--- config.mk ---
export PLATFORM = sky130hd
export DESIGN_NAME = dma_req_router
export DESIGN_NICKNAME = d
export VERILOG_FILES = /design/src/rtl/dma_rr_pkg.sv /design/src/rtl/dma_rr_regs.sv /design/src/rtl/dma_rr_arb.sv /design/src/rtl/dma_rr_seq.sv /design/src/rtl/dma_req_router.sv
export SDC_FILE = /design/constraint.sdc
export NUM_CORES = 1
export LEC_CHECK = 0
export ABC_AREA = 1
export BUFFER_PORTS_ARGS = -buffer_cell sky130_fd_sc_hd__buf_2
export CAP_MARGIN = 30
export CELL_PAD_IN_SITES_DETAIL_PLACEMENT = 2
export CELL_PAD_IN_SITES_GLOBAL_PLACEMENT = 2
export CORE_UTILIZATION = 30
export CTS_CLUSTER_SIZE = 14
export DETAILED_ROUTE_END_ITERATION = 8
export PLACE_DENSITY = 0.86
export SYNTH_ARGS = -nofsm -noshare
export SYNTH_HDL_FRONTEND = slang
export SYNTH_SLANG_ARGS = --single-unit
--- constraint.sdc ---
create_clock -name clk -period 8.9 [get_ports clk]
set_clock_uncertainty 0.1 [all_clocks]
set_input_delay 0.89 -clock clk [delete_from_list [all_inputs] [get_ports clk]]
set_output_delay 0.89 -clock clk [all_outputs]
set_load 0.05 [all_outputs]
--- src/rtl/dma_rr_pkg.sv ---
`timescale 1ns/1ps
package dma_rr_pkg;
  localparam int unsigned DATA_W     = 32;
  localparam int unsigned SEL_W      = 3;
  localparam int unsigned ALIGN_BITS = 10;

  typedef enum logic [SEL_W-1:0] {
    SEL_CFG    = 3'd0,
    SEL_EN_SET = 3'd1,
    SEL_EN_CLR = 3'd2,
    SEL_SWREQ  = 3'd3,
    SEL_ERR    = 3'd4,
    SEL_BASE   = 3'd5
  } reg_sel_e;

  // Force the table pointer onto a 1 KiB boundary.
  function automatic logic [DATA_W-1:0] align_base(input logic [DATA_W-1:0] a);
    return a & ~((DATA_W'(1) << ALIGN_BITS) - DATA_W'(1));
  endfunction
endpackage

--- src/rtl/dma_rr_regs.sv ---
`timescale 1ns/1ps
module dma_rr_regs
  import dma_rr_pkg::*;
#(
  parameter int unsigned NCH = 32,
  parameter int unsigned CW  = $clog2(NCH)
) (
  input  logic                  clk,
  input  logic                  rst_n,
  input  logic                  we,
  input  logic [SEL_W-1:0]      addr,
  input  logic [DATA_W-1:0]     wdata,
  output logic [DATA_W-1:0]     rdata,
  input  logic                  grant_fire,
  input  logic [CW-1:0]         grant_chan,
  input  logic                  fault_fire,
  input  logic [CW-1:0]         fault_chan,
  output logic                  master_en,
  output logic [NCH-1:0]        chan_en,
  output logic [NCH-1:0]        sw_pend,
  output logic                  err_flag,
  output logic [DATA_W-1:0]     tbl_base
);
  reg_sel_e sel;
  logic [NCH-1:0] en_n, sw_n;
  logic           err_n;

  assign sel = reg_sel_e'(addr);

  always_comb begin
    en_n = chan_en;
    if (we && sel == SEL_EN_SET) en_n = en_n | wdata[NCH-1:0];
    if (we && sel == SEL_EN_CLR) en_n = en_n & ~wdata[NCH-1:0];
    if (fault_fire)              en_n[fault_chan] = 1'b0;

    sw_n = sw_pend;
    if (grant_fire)              sw_n[grant_chan] = 1'b0;
    if (we && sel == SEL_SWREQ)  sw_n = sw_n | (wdata[NCH-1:0] & chan_en);

    err_n = err_flag;
    if (we && sel == SEL_ERR && wdata[0]) err_n = 1'b0;
    if (fault_fire)                       err_n = 1'b1;
  end

  always_ff @(posedge clk) begin
    if (!rst_n) begin
      master_en <= 1'b0;
      chan_en   <= '0;
      sw_pend   <= '0;
      err_flag  <= 1'b0;
      tbl_base  <= '0;
    end else begin
      if (we && sel == SEL_CFG)  master_en <= wdata[0];
      if (we && sel == SEL_BASE) tbl_base  <= align_base(wdata);
      chan_en  <= en_n;
      sw_pend  <= sw_n;
      err_flag <= err_n;
    end
  end

  always_comb begin
    case (sel)
      SEL_CFG:               rdata = DATA_W'(master_en);
      SEL_EN_SET, SEL_EN_CLR: rdata = DATA_W'(chan_en);
      SEL_SWREQ:             rdata = DATA_W'(sw_pend);
      SEL_ERR:               rdata = DATA_W'(err_flag);
      SEL_BASE:              rdata = tbl_base;
      default:               rdata = '0;
    endcase
  end
endmodule

--- src/rtl/dma_rr_arb.sv ---
`timescale 1ns/1ps
module dma_rr_arb #(
  parameter int unsigned NCH = 32,
  parameter int unsigned CW  = $clog2(NCH)
) (
  input  logic [NCH-1:0] cand,
  output logic           any,
  output logic [CW-1:0]  idx
);
  logic [NCH:0]   seen;
  logic [NCH-1:0] win;

  assign seen[0] = 1'b0;
  generate
    for (genvar g = 0; g < NCH; g++) begin : g_chain
      assign win[g]    = cand[g] & ~seen[g];
      assign seen[g+1] = seen[g] | cand[g];
    end
  endgenerate

  assign any = seen[NCH];

  always_comb begin
    idx = '0;
    for (int i = 0; i < NCH; i++)
      if (win[i]) idx = CW'(i);
  end
endmodule

--- src/rtl/dma_rr_seq.sv ---
`timescale 1ns/1ps
module dma_rr_seq #(
  parameter int unsigned     NCH        = 32,
  parameter int unsigned     CW         = $clog2(NCH),
  parameter logic [NCH-1:0]  SW_CH_MASK = '0
) (
  input  logic           clk,
  input  logic           rst_n,
  input  logic           req_valid,
  input  logic [CW-1:0]  req_chan,
  input  logic           xfer_done,
  input  logic           xfer_err,
  output logic           grant_fire,
  output logic           fault_fire,
  output logic           cmpl_fire,
  output logic           busy,
  output logic [CW-1:0]  act_chan,
  output logic           xfer_start,
  output logic [NCH-1:0] periph_done,
  output logic           sw_irq
);
  assign grant_fire = !busy && req_valid;
  assign fault_fire = busy && xfer_err;
  assign cmpl_fire  = busy && xfer_done && !xfer_err;

  always_ff @(posedge clk) begin
    if (!rst_n) begin
      busy        <= 1'b0;
      act_chan    <= '0;
      xfer_start  <= 1'b0;
      periph_done <= '0;
      sw_irq      <= 1'b0;
    end else begin
      xfer_start  <= grant_fire;
      periph_done <= '0;
      sw_irq      <= 1'b0;
      if (grant_fire) begin
        busy     <= 1'b1;
        act_chan <= req_chan;
      end else if (fault_fire) begin
        busy <= 1'b0;
      end else if (cmpl_fire) begin
        busy <= 1'b0;
        if (SW_CH_MASK[act_chan]) sw_irq <= 1'b1;
        else                      periph_done[act_chan] <= 1'b1;
      end
    end
  end
endmodule

--- src/rtl/dma_req_router.sv ---
`timescale 1ns/1ps
module dma_req_router
  import dma_rr_pkg::*;
#(
  parameter int unsigned    NCH        = 32,
  parameter int unsigned    CW         = $clog2(NCH),
  parameter logic [NCH-1:0] SW_CH_MASK = 32'hC000_0003
) (
  input  logic              clk,
  input  logic              rst_n,
  input  logic              reg_we,
  input  logic [SEL_W-1:0]  reg_addr,
  input  logic [DATA_W-1:0] reg_wdata,
  output logic [DATA_W-1:0] reg_rdata,
  input  logic [NCH-1:0]    hw_req,
  output logic              xfer_start,
  output logic [CW-1:0]     xfer_chan,
  input  logic              xfer_done,
  input  logic              xfer_err,
  output logic [DATA_W-1:0] tbl_base,
  output logic [NCH-1:0]    periph_done,
  output logic              sw_irq,
  output logic              err_irq
);
  logic           master_en, err_flag, busy;
  logic [NCH-1:0] chan_en, sw_pend, cand;
  logic           req_valid, grant_fire, fault_fire, cmpl_fire;
  logic [CW-1:0]  grant_chan, act_chan;

  // Hardware lines count only on enabled peripheral channels.
  assign cand = master_en ? (chan_en & (sw_pend | (hw_req & ~SW_CH_MASK))) : '0;

  dma_rr_regs #(.NCH(NCH), .CW(CW)) u_regs (
    .clk(clk), .rst_n(rst_n), .we(reg_we), .addr(reg_addr), .wdata(reg_wdata),
    .rdata(reg_rdata), .grant_fire(grant_fire), .grant_chan(grant_chan),
    .fault_fire(fault_fire), .fault_chan(act_chan), .master_en(master_en),
    .chan_en(chan_en), .sw_pend(sw_pend), .err_flag(err_flag), .tbl_base(tbl_base)
  );

  dma_rr_arb #(.NCH(NCH), .CW(CW)) u_arb (
    .cand(cand), .any(req_valid), .idx(grant_chan)
  );

  dma_rr_seq #(.NCH(NCH), .CW(CW), .SW_CH_MASK(SW_CH_MASK)) u_seq (
    .clk(clk), .rst_n(rst_n), .req_valid(req_valid), .req_chan(grant_chan),
    .xfer_done(xfer_done), .xfer_err(xfer_err), .grant_fire(grant_fire),
    .fault_fire(fault_fire), .cmpl_fire(cmpl_fire), .busy(busy),
    .act_chan(act_chan), .xfer_start(xfer_start), .periph_done(periph_done),
    .sw_irq(sw_irq)
  );

  assign xfer_chan = act_chan;
  assign err_irq   = err_flag;
endmodule

After elaboration in Yosys (flattened, before gate mapping)

Memories as Yosys holds them, arrays and structs flattened. A register that Yosys moved wholly into a read port is not among the register bits.
Index checks and enable logic that the tools add are counted.

Output and inout port bits: 104
Memories kept: 1
Logic and storage cells: 198
Bits in read-only memories: 32
Bits of input ports: 72
Bits in registers: 128

Memory list:

| name            | depth | width | read ports | clocked after Yosys merged registers in | write ports | line             | text |
|---|---|---|---|---|---|---|---|
| (no name shown) | 32    | 1     | 1          | 1                                       | 0           | dma_rr_seq.sv:44 | `if (SW_CH_MASK[act_chan]) sw_irq <= 1'b1;` |

Bitwise logic cells: 106
Multiplexer cells: 51
Reductions and logical operators: 21
Eq/ne operators: 5
$lt $le $gt $ge: 4

Operators by type and width:

| operator           | number |
|---|---|
| $mux 32            | 6 |
| $and 32x32->32     | 5 |
| $mux 5             | 32 |
| $pmux 32 s5        | 1 |
| $not 32->32        | 3 |
| $or 32x32->32      | 2 |
| $not 1->1          | 33 |
| $or 32x30->32      | 1 |
| $and 1x1->1        | 31 |
| $or 1x1->1         | 31 |
| $logic_and 1x1->1  | 13 |
| $lt 5x6->1 const B | 2 |
| $demux 1 s5        | 2 |
| $ge 5x1->1 const B | 2 |
| $mux 1             | 10 |
| $eq 3x2->1 const B | 2 |
| $eq 3x3->1 const B | 2 |
| $reduce_or 5->1    | 1 |
| $reduce_or 4->1    | 1 |
| $eq 3x1->1 const B | 1 |
| $logic_not 3->1    | 1 |
| $reduce_bool 3->1  | 1 |
| $logic_not 1->1    | 2 |
| $reduce_bool 2->1  | 1 |
| $reduce_or 2->1    | 1 |

Depth between registers and ports, before layout

Gate-level depths: netlist of the first run.

Word-level depth: 45
Mapped depth: 26
Mapped depth without buffers: 25

Hierarchy

From an unflattened synthesis of the first run, not the netlist that was laid out.

Cell total of the unflattened synthesis: 1234
Area, all modules: 7582.3 µm²

By module, submodules not included:

| module         | area an instance (µm²) | cells each | instances | sequential area each (µm²) |
|---|---|---|---|---|
| dma_rr_regs    | 5210.0                 | 878        | 1         | 1761.7 |
| dma_rr_seq     | 1346.3                 | 150        | 1         | 820.8 |
| dma_rr_arb     | 653.1                  | 110        | 1         | 0.0 |
| dma_req_router | 372.9                  | 96         | 1         | 0.0 |

Least setup slack after synthesis of the first run

OpenSTA, ideal clock, no wires.

Path type: input to output
Start point: in reg_addr[2]
End point: out reg_rdata[1]
Stages: 5
Arrival: 2.508 ns
Buffers on the path: 0
Required time: 7.910 ns
Slack: 5.402 ns
Cells stage by stage: nor2_1 -> nand2_1 -> nand2_1 -> inv_1 -> o21ai_0

Cells in the longest elaborated chain, start to end: 3
Elaborated cells between the ends (all ways): 8
Those cells by class: 5 x eq/ne; 1 x mux; 2 x reduce/logical

Ends and longest elaborated chain:

| item                                            | line                 | text |
|---|---|---|
| from (decl)                                     | dma_req_router.sv:12 | `input logic [SEL_W-1:0] reg_addr,` |
| $eq 3x2->1 / $eq 3x1->1 (equally long branches) | dma_rr_regs.sv:62    | `case (sel)` |
| $reduce_or 2->1                                 | dma_rr_regs.sv:62    |  |
| $pmux 32 s5 *                                   | dma_rr_regs.sv:62    |  |
| to (decl)                                       | dma_req_router.sv:14 | `output logic [DATA_W-1:0] reg_rdata,` |

Every way passes the cells marked *; elsewhere a longest branch is shown, timed or not.

Final worst setup path of the first run

Start point: in reg_addr[0]
End point: out reg_rdata[11]

The elaborated chain is that of the path after synthesis.

==> flow_metrics.py, run 1 <==
metrics = {
    "logic_synthesis": {
        "synth-main-ff-cell": "dfxtp_1",
        "syn_area_um2": 6540,
        "synth.largest_area_cell": "dfxtp_1",
        "synth-edff-count": 0,
        "yosysSeqAreaShare": 0.395,
        "syn_inst": 977,
        "yosysWarnings": 0,
        "syn_avg_cell_area_um2": 6.69,
        "synthDistinctLibCells": 36,
        "synthArstFlopShare": 0,
        "ys_ff_latch": 129,
        "netlist_top_cells_area": "dfxtp_1, nand2_1, inv_1",
        "synth.top_cell.area_share": 0.395,
    },
    "setup_path": {
        "startpoint": "reg_addr[0]",
        "critPathLaunchType": "primary input",
        "required_ns": 7.91,
        "crit_path_end_kind": "primary output",
        "worstSetupPathType": "primary input to primary output",
        "r2r_slack_ns": 4.40,
        "reg2regPathDepth": 23,
        "cp.arrival_ns": 3.67,
        "cp_max_fo": 18,
        "reg2reg_from": "u_regs.master_en",
    },
    "sta": {
        "worst_slew_pin_slew_ns": 1.06,
        "setup_viol": 0,
        "rsz0062_at_grt": "false",
        "maxSlewViolCount": 0,
        "hold_viol": 0,
        "slew_headroom": 0.292,
        "fmax_mhz": 215,
        "timing.final.crit_period_ns": 4.66,
        "tns_ns": 0,
        "fin_crit_sh": 0.523,
    },
    "die": {
        "die_w_um": 150,
        "die-area_um2": 22400,
        "core-area_um2": 21200,
        "placementRows": 53,
        "die_h_um": 150,
        "io_pins": 176,
        "start_util": 0.308,
    },
    "min_path": {
        "min_path_type": "flop to flop",
        "whs_endpoint": "u_regs.tbl_base[12]",
        "hold_depth": 2,
        "min_from": "u_regs.tbl_base[12]",
    },
    "global_routing": {
        "grt_max_degree": 56,
        "grt_antenna_before_repair": 3,
        "grt_first_pass_wirelength_um": 46900,
        "grt_pass1_vias": 8200,
        "grt_usage": 0.282,
        "grt.overflow.total": 0,
    },
    "cts": {
        "cts_buffers": 17,
        "cts-root-buf": "clkbuf_16",
        "cts.repair.resized": 0,
        "clk_pin_slew_ns": 0.06,
        "cts_tree": "yes",
        "clk_latency_ns": 0.43,
        "cts_max_path_buffers": 2,
        "clock_sinks": 129,
        "htreeDepth": 4,
        "postCtsSetupBuffers": 0,
        "postCtsHoldBufs": 0,
    },
    "route": {
        "wire_per_inst_um": 21.7,
        "first_pass_iters": 4,
        "dr.first_iter.drc_count": 317,
        "drt_wl_total_um": 30800,
        "ant_nets": 0,
        "drc_errors": 0,
        "dr_total_vias": 7528,
        "viasPerCell": 5.31,
    },
    "pwr": {
        "pwr_density_cell_nw_per_um2": 174,
        "peakVddDrop_mv": 0.124,
        "power.leakage_nw": 3.72,
    },
    "outcome": {
        "status": "complete, no violations",
    },
    "run": {
        "cap_violations": 0,
    },
    "layout": {
        "seq_area_um2": 2580,
        "final_util": 0.385,
        "multi_input_area_um2": 3240,
        "drive_gt1_frac": 0.196,
        "final_common_cell": "nand2_1",
        "syn_to_final_growth_pct": 25.1,
        "nets": 1198,
        "layout_common_cells": "nand2_1, buf_2, inv_1",
        "fill_cells": 2591,
        "fin_area_um2": 8180,
    },
    "placement": {
        "dp_hpwl_um": 21300,
        "globalplace.congestion": 0.815,
        "dpl-instance-area_um2": 7580,
        "port_buffers": 161,
    },
}
==> where the power goes <==
group,total [mW],internal [mW],switching (mW)
Clock,0.703,0.425,0.278
Combinational,0.129,0.0300,0.0994
Sequential,0.591,0.585,0.00654
==> registers in the layout, indices dropped and copies added, names as in the netlist, named ones only <==
register and cells:
u_regs.err_flag 1, u_regs.master_en 1, u_seq.xfer_start 1, u_seq.periph_done 32, u_seq.sw_irq 1, u_seq.act_chan 5
u_seq.busy 1, u_regs.tbl_base 22, u_regs.chan_en 32, u_regs.sw_pend 32
==> worst max-delay path by stage <==
stage,end,slack [ns],depth (start not counted)
after floorplan,reg_rdata[1],5.40,5
after global placement,reg_rdata[11],4.33,8
after detailed placement,reg_rdata[11],4.22,8
after CTS,reg_rdata[11],4.21,8
after global routing,flop,4.05,23
final,reg_rdata[11],4.24,8
==> cells in the mapped netlist (9+ instances only) <==
cell and n:
nor3_1 35, o21ai_1 27, nand4_1 18, nor2_1 132, nand3_1 58, nand2_1 186
dfxtp_1 129, o22ai_1 9, a21oi_1 72, a22oi_1 17, inv_1 132, buf_4 11
clkbuf_1 34, o21ai_0 41, a211oi_1 21
==> logic make-up (layout without fill, tap and decap cells) <==
group	count (synthesis)	after routing	share of synthesized area
buffers and inverters	188	341	0.117
AND/OR/NAND/NOR	450	450	0.301
AO/OA/AOI/OAI	209	209	0.186
flip-flops	129	129	0.395
other	1	14	0.000574
==> worst max-delay path: stages <==
cell and delay [ns]:
buf_2 0.14, inv_1 0.09, nor2_1 0.07, nand2_1 0.65
clkinv_1 0.96, a22oi_1 0.53, nand2_1 0.10, buf_2 0.22
==> metal layers <==
layer / GRT usage / routed length, um
met3: 0.0476 / 1430
met2: 0.493 / 15400
met5: 0 / 0
met4: 0.141 / 1250
met1: 0.329 / 12700
==> cell type report <==
class | instances | area share
Tap cell | 275 | 0.0421
Clock inverter | 10 | 0.0135
Sequential cell | 129 | 0.316
Inverter | 136 | 0.0624
Timing Repair Buffer | 173 | 0.112
Clock buffer | 22 | 0.0568
Antenna cell | 4 | 0.00122
Multi-Input combinational cell | 669 | 0.396
==> per-stage QoR <==
stage,instances,hold WS (ns),setup slack (ns),total power [mW]
6_report,1418,0.380,4.24,1.42
4_1_cts,1413,0.381,4.21,1.43
3_5_place_dp,1381,0.362,4.22,0.730
5_1_grt,1416,0.405,4.05,1.46
2_1_floorplan,986,0.322,5.40,0.677
3_3_place_gp,1379,0.362,4.33,0.726
(Power assumes the default switching activity.)
==> inputs of run 2 (changes only) <==
ABC_AREA = 0   (was 1)
PLACE_DENSITY = 0.81   (was 0.86)
clock period = 4.7 ns   (was 8.9 ns; I/O delays follow)
==> run 2 against run 1 <==
Effect of this change: clock-buffer cell count shrank 3; synthesized cell count down 14%; critical path depth increased by 1.
==> flow_metrics.py, run 2 <==
metrics = {
    "cts": {
        "cts_buffers": 17,
        "clock_sinks": 129,
        "htreeDepth": 4,
        "postCtsSetupBuffers": 0,
        "cts-root-buf": "clkbuf_16",
        "clk_pin_slew_ns": 0.06,
        "clk_latency_ns": 0.44,
        "postCtsHoldBufs": 0,
        "cts_tree": "yes",
        "cts.repair.resized": 0,
        "cts_max_path_buffers": 2,
    },
    "placement": {
        "globalplace.congestion": 0.784,
        "dpl-instance-area_um2": 7640,
        "port_buffers": 161,
        "dp_hpwl_um": 19300,
    },
    "sta": {
        "tns_ns": 0,
        "slew_headroom": 0.355,
        "fmax_mhz": 289,
        "setup_viol": 0,
        "fin_crit_sh": 0.735,
        "rsz0062_at_grt": "false",
        "hold_viol": 0,
        "timing.final.crit_period_ns": 3.45,
        "worst_slew_pin_slew_ns": 0.965,
        "maxSlewViolCount": 0,
    },
    "pwr": {
        "clkPwrFrac": 0.516,
        "power.leakage_nw": 3.45,
        "p_int_mw": 2.07,
        "pwr_density_cell_nw_per_um2": 337,
        "switchingPower_mw": 0.720,
        "pwr-share-comb": 0.082,
        "p_seq_frac": 0.402,
        "swShare": 0.258,
        "peakVddDrop_mv": 0.257,
    },
    "setup_path": {
        "regToRegEndpoint": "u_regs.sw_pend[29]",
        "worst-path-buf-inv": 2,
        "cp_max_fo": 21,
        "crit_path_cell_trace": "buf_4 > o211ai_1 > o21ai_0 > a31oi_1 > or4b_4 > o211ai_1 > and3_1 > buf_4 > a31oi_1",
        "max_stage_delay_ns": 0.93,
        "cp_top_family": "flip-flops",
        "r2r_slack_ns": 1.25,
        "worstSetupPathType": "flop to flop",
        "slowest_stage": "dfxtp_1",
        "critPathLaunchType": "flop",
        "reg2reg_from": "u_regs.master_en",
        "required_ns": 4.89,
        "reg2regPathDepth": 9,
        "cp.arrival_ns": 3.64,
        "crit_path_end_kind": "flop",
    },
    "global_routing": {
        "grt_usage": 0.255,
        "grt_antenna_before_repair": 1,
        "grt.overflow.total": 0,
        "grt_first_pass_wirelength_um": 43300,
        "grt_pass1_vias": 7504,
        "grt_max_degree": 57,
    },
    "logic_synthesis": {
        "synth.top_cell.area_share": 0.389,
        "netlist_top_cells_area": "dfxtp_1, nand2_1, o211ai_1",
        "synth_top_family_by_area": "compound AO/OA/AOI/OAI gates",
        "syn_area_um2": 6630,
        "synth_common_cells": "dfxtp_1, nand2_1, nor2_1",
        "syn_inst": 836,
        "syn_avg_cell_area_um2": 7.93,
        "synthMuxAreaShare": 0.0419,
        "yosysSeqAreaShare": 0.389,
        "ys_ff_latch": 129,
        "synth.largest_area_cell": "dfxtp_1",
        "yosysWarnings": 0,
        "synthAdderAreaFrac": 0,
        "synthDistinctLibCells": 58,
        "synth.most_common_cell": "dfxtp_1",
        "synthSimpleGateAreaFrac": 0.238,
        "synthArstFlopShare": 0,
        "synth_compound_area_frac": 0.274,
        "synth-main-ff-cell": "dfxtp_1",
        "synth-edff-count": 0,
        "synth-xor-area-share": 0.00132,
    },
    "layout": {
        "top_regs": "u_regs.chan_en x32, u_regs.sw_pend x32, u_seq.periph_done x32",
        "fin_area_um2": 8280,
        "nets": 1048,
        "multi_input_area_um2": 3730,
        "layout_common_cells": "buf_2, dfxtp_1, nand2_1",
        "syn_to_final_growth_pct": 24.8,
        "final_common_cell": "buf_2",
        "seq_area_um2": 2580,
        "fill_cells": 2529,
        "drive_gt1_frac": 0.255,
    },
    "route": {
        "first_pass_iters": 5,
        "viasPerCell": 5.66,
        "drc_errors": 0,
        "dr_total_vias": 7189,
        "dr.first_iter.drc_count": 349,
        "ant_nets": 0,
        "wire_per_inst_um": 22.2,
        "drt_wl_total_um": 28200,
    },
    "die": {
        "die_h_um": 151,
        "die_w_um": 151,
        "die-area_um2": 22700,
        "start_util": 0.305,
        "io_pins": 176,
        "core-area_um2": 21800,
        "placementRows": 54,
    },
    "min_path": {
        "hold_depth": 3,
        "min_from": "reg_wdata[2]",
        "whs_endpoint": "u_regs.chan_en[2]",
        "min_path_type": "primary input to flop",
    },
    "outcome": {
        "status": "complete, no violations",
    },
    "run": {
        "cap_violations": 0,
    },
}
-- run 2: cell types whose count changed in the layout (fill, tap and decap cells not counted), sizes merged, moves of 22 or more --
cell,delta
a21oi,-35
nand2,-64
inv,-127
a21boi,+24
and3,+34
o211ai,+56
nor2,-51
nand3,-23
nor3,-32
mux2,+22
-- run 2: worst min-delay path: stages --
cell and delay [ns]:
buf_2 0.10, a21oi_1 0.06, nor2_1 0.09
-- run 2: cell type report --
cell class,instances,area share
Multi-Input combinational cell,641,0.451
Sequential cell,129,0.312
Timing Repair Buffer,182,0.116
Clock buffer,19,0.0535
Tap cell,280,0.0423
Clock inverter,13,0.0221
Inverter,5,0.00227
Antenna cell,1,0.000302
-- run 2: kinds of logic (layout without fill, tap and decap cells) --
group           count (synthesis)  count (layout)
simple gates                  334             334
compound gates                271             271
flops                         129             129
buf+inv                        75             219
mux                            25              25
other cells                     1              11
xor+xnor                        1               1
-- run 2: power groups by stage --
stage	Clock, mW	Combinational (mW)	Sequential (mW)
3_5_place_dp	0	0.227	1.15
2_1_floorplan	0	0.125	1.16
5_1_grt	1.50	0.244	1.12
6_report	1.44	0.228	1.12
3_3_place_gp	0	0.223	1.14
4_1_cts	1.47	0.229	1.12
-- run 2: worst max path at each step --
stage | from | endpoint | slack, ns | cells past startpoint
after global routing | u_regs.master_en | u_regs.sw_pend[2] | 1.11 | 8
after detailed placement | u_regs.master_en | u_regs.sw_pend[29] | 1.11 | 8
final | u_regs.master_en | u_regs.sw_pend[29] | 1.25 | 9
after CTS | u_regs.master_en | u_regs.sw_pend[29] | 1.05 | 8
after global placement | u_regs.master_en | u_regs.sw_pend[29] | 1.19 | 8
after floorplan | reg_addr[1] | reg_rdata[21] | 1.35 | 6
-- run 2: metal layers --
layer	track usage	part of all wire	wire (um)
met1	0.311	0.43	12000
met2	0.435	0.49	13800
met3	0.0585	0.060	1690
met4	0.0905	0.021	581
met5	0	0	0
-- run 2: through the flow --
stage / utilization / total power, mW / instances / hold slack, ns / setup WS, ns
after global placement: 0.351 / 1.37 / 1236 / 0.345 / 1.19
after detailed placement: 0.351 / 1.37 / 1236 / 0.334 / 1.11
after CTS: 0.380 / 2.81 / 1268 / 0.203 / 1.05
after global routing: 0.380 / 2.87 / 1269 / 0.242 / 1.11
final: 0.380 / 2.79 / 1270 / 0.212 / 1.25
after floorplan: - / 1.28 / 845 / 0.309 / 1.35
==> inputs of run 3 (changes only) <==
ABC_AREA = 1   (was 0)
CORE_UTILIZATION = 25   (was 30)
PLACE_DENSITY = 0.77   (was 0.81)
clock period = 2.9 ns   (was 4.7 ns; I/O delays follow)
==> run 3 against run 2 <==
Effect of this change: the flow now finishes with violations (negative setup slack); final cell count is 27% higher; clock-buffer cell count is 1 lower; sequential share of layout area is 5.3 points lower; register-to-register slack worse by 2.3 ns; combinational power is 130% higher; maximum frequency is 12% lower; first-iteration DRC count is 10% higher; non-clock buffer count is 139 higher; via count is 18% higher; worst setup slack worse by 2.3 ns.
==> flow_metrics.py, run 3 (synthesis gave the netlist of run 1 again) <==
metrics = {
    "pwr": {
        "switchingPower_mw": 1.38,
        "power.leakage_nw": 4.57,
        "peakVddDrop_mv": 0.302,
        "pwr_density_cell_nw_per_um2": 457,
        "p_seq_frac": 0.398,
        "clkPwrFrac": 0.489,
        "swShare": 0.303,
        "p_int_mw": 3.18,
        "pwr-share-comb": 0.113,
    },
    "cts": {
        "htreeDepth": 4,
        "cts_max_path_buffers": 2,
        "clk_latency_ns": 0.45,
        "clk_pin_slew_ns": 0.07,
        "cts-root-buf": "clkbuf_16",
        "cts_tree": "yes",
        "cts_buffers": 17,
        "clock_sinks": 129,
    },
    "die": {
        "start_util": 0.257,
        "placementRows": 58,
        "die_w_um": 164,
        "io_pins": 176,
        "core-area_um2": 25400,
        "die-area_um2": 26800,
        "die_h_um": 164,
    },
    "placement": {
        "dp_hpwl_um": 24200,
        "post-place-ws_ns": -0.740,
        "globalplace.congestion": 0.897,
        "port_buffers": 161,
        "dpl-instance-area_um2": 8400,
    },
    "sta": {
        "worst_slew_pin_slew_ns": 0.816,
        "timing.final.crit_period_ns": 3.92,
        "hold_viol": 0,
        "rsz0062_at_grt": "true",
        "fmax_mhz": 255,
        "setup_viol": 40,
        "maxSlewViolCount": 0,
        "fin_ws_ns": -1.02,
        "slew_headroom": 0.455,
        "fin_crit_sh": 1.35,
    },
    "layout": {
        "top_regs": "u_regs.chan_en x32, u_regs.sw_pend x32, u_seq.periph_done x32",
        "drive_gt1_frac": 0.338,
        "fill_cells": 2955,
        "diodes": 0,
        "final_common_cell": "nand2_1",
        "syn_to_final_growth_pct": 52.7,
        "layout_common_cells": "nand2_1, buf_2, inv_1",
        "fin_area_um2": 9990,
        "nets": 1346,
    },
    "min_path": {
        "min_path_type": "primary input to flop",
    },
    "setup_path": {
        "r2r_slack_ns": -1.02,
        "worstSetupPathType": "flop to flop",
        "cp.arrival_ns": 4.21,
        "critPathLaunchType": "flop",
        "reg2regPathDepth": 23,
        "crit_path_end_kind": "flop",
        "required_ns": 3.18,
        "startpoint": "u_regs.master_en",
        "reg2reg_from": "u_regs.master_en",
        "cp_max_fo": 6,
    },
    "route": {
        "dr_total_vias": 8514,
        "ant_nets": 0,
        "drt_wl_total_um": 38500,
        "drc_errors": 0,
        "first_pass_iters": 8,
        "wire_per_inst_um": 23.8,
        "dr.first_iter.drc_count": 385,
        "viasPerCell": 5.27,
    },
    "global_routing": {
        "grt.overflow.total": 0,
        "grt_max_degree": 46,
        "grt_pass1_vias": 9032,
        "grt_first_pass_wirelength_um": 53300,
        "grt_antenna_before_repair": 0,
        "grt_usage": 0.268,
    },
    "outcome": {
        "status": "complete, but fails checks",
        "violations": "negative setup slack",
    },
    "run": {
        "cap_violations": 0,
    },
}
==> run 3: changes by cell type in the layout (fill, tap and decap cells not counted), sizes merged, moves of 32 or more <==
cell	change
a21oi	+35
and3	-34
buf	+119
inv	+136
nand2	+64
nor2	+51
nor3	+32
o211ai	-56
==> run 3: power by group through the flow <==
stage | logic, mW | clock network, mW | registers [mW]
after global placement | 0.420 | 0 | 1.85
after CTS | 0.479 | 2.23 | 1.81
after global routing | 0.538 | 2.33 | 1.82
final | 0.516 | 2.23 | 1.81
after detailed placement | 0.429 | 0 | 1.85
after floorplan | 0.199 | 0 | 1.88
==> run 3: how the worst min path moves through the flow <==
stage,endpoint,from,cells past startpoint
detailed placement,u_regs.tbl_base[12],u_regs.tbl_base[12],2
global route,u_regs.chan_en[29],reg_wdata[29],2
finish,u_regs.chan_en[29],reg_wdata[29],2
CTS,u_regs.chan_en[25],reg_wdata[25],2
global placement,u_regs.tbl_base[23],u_regs.tbl_base[23],2
floorplan,u_seq.sw_irq,xfer_err,1
==> run 3: metal layers <==
metal / up-vias / global-route usage / share of wire
li1: 3808 / - / -
met1: 4292 / 0.314 / 0.39
met2: 304 / 0.483 / 0.51
met3: 110 / 0.0417 / 0.055
met4: 0 / 0.110 / 0.046
met5: - / 0 / 0
==> run 3: per-stage QoR <==
stage	hold slack [ns]	power, mW	utilization	cells	TNS [ns]
6_report	0.000968	4.56	0.393	1617	-31.59
5_1_grt	-0.00174	4.68	0.393	1617	-35.75
4_1_cts	0.00111	4.53	0.377	1599	-21.31
3_5_place_dp	0.373	2.28	0.331	1528	-23.46
3_3_place_gp	0.365	2.27	0.331	1528	-14.01
2_1_floorplan	0.267	2.08	-	986	-1.10
==> run 3: worst max-delay path, cell delays in order, from the launching register on <==
cell,delay (ns)
dfxtp_4,0.40
nand3_1,0.21
nand2_4,0.10
inv_2,0.09
nand4_1,0.17
nor2_2,0.19
nand4_1,0.14
nor2_1,0.16
nand4_1,0.13
nor2_1,0.16
nand4_1,0.17
nor2_2,0.19
nand4_1,0.15
nor2_2,0.16
nand4_1,0.14
nor2_2,0.16
nand4_1,0.11
a21oi_2,0.25
nor2_2,0.10
nand2_1,0.12
nand3_2,0.11
nor2_2,0.17
nand2_2,0.08
nand2_2,0.08
==> run 3: final cells by class <==
type / instances / area, um2 / area share
Tap cell: 330 / 413 / 0.0413
Inverter: 136 / 515 / 0.0516
Multi-Input combinational cell: 669 / 3680 / 0.368
Clock inverter: 14 / 143 / 0.0143
Clock buffer: 18 / 439 / 0.0440
Timing Repair Buffer: 321 / 2210 / 0.222
Sequential cell: 129 / 2590 / 0.259
==> run 3: repair_timing <==
item	CTS	global route
hold buffers	20	0
setup buffers	20	18
pin swaps	26	51
gates resized for setup	69	62
hold endpoints to repair	20	0
setup endpoints to repair	40	40
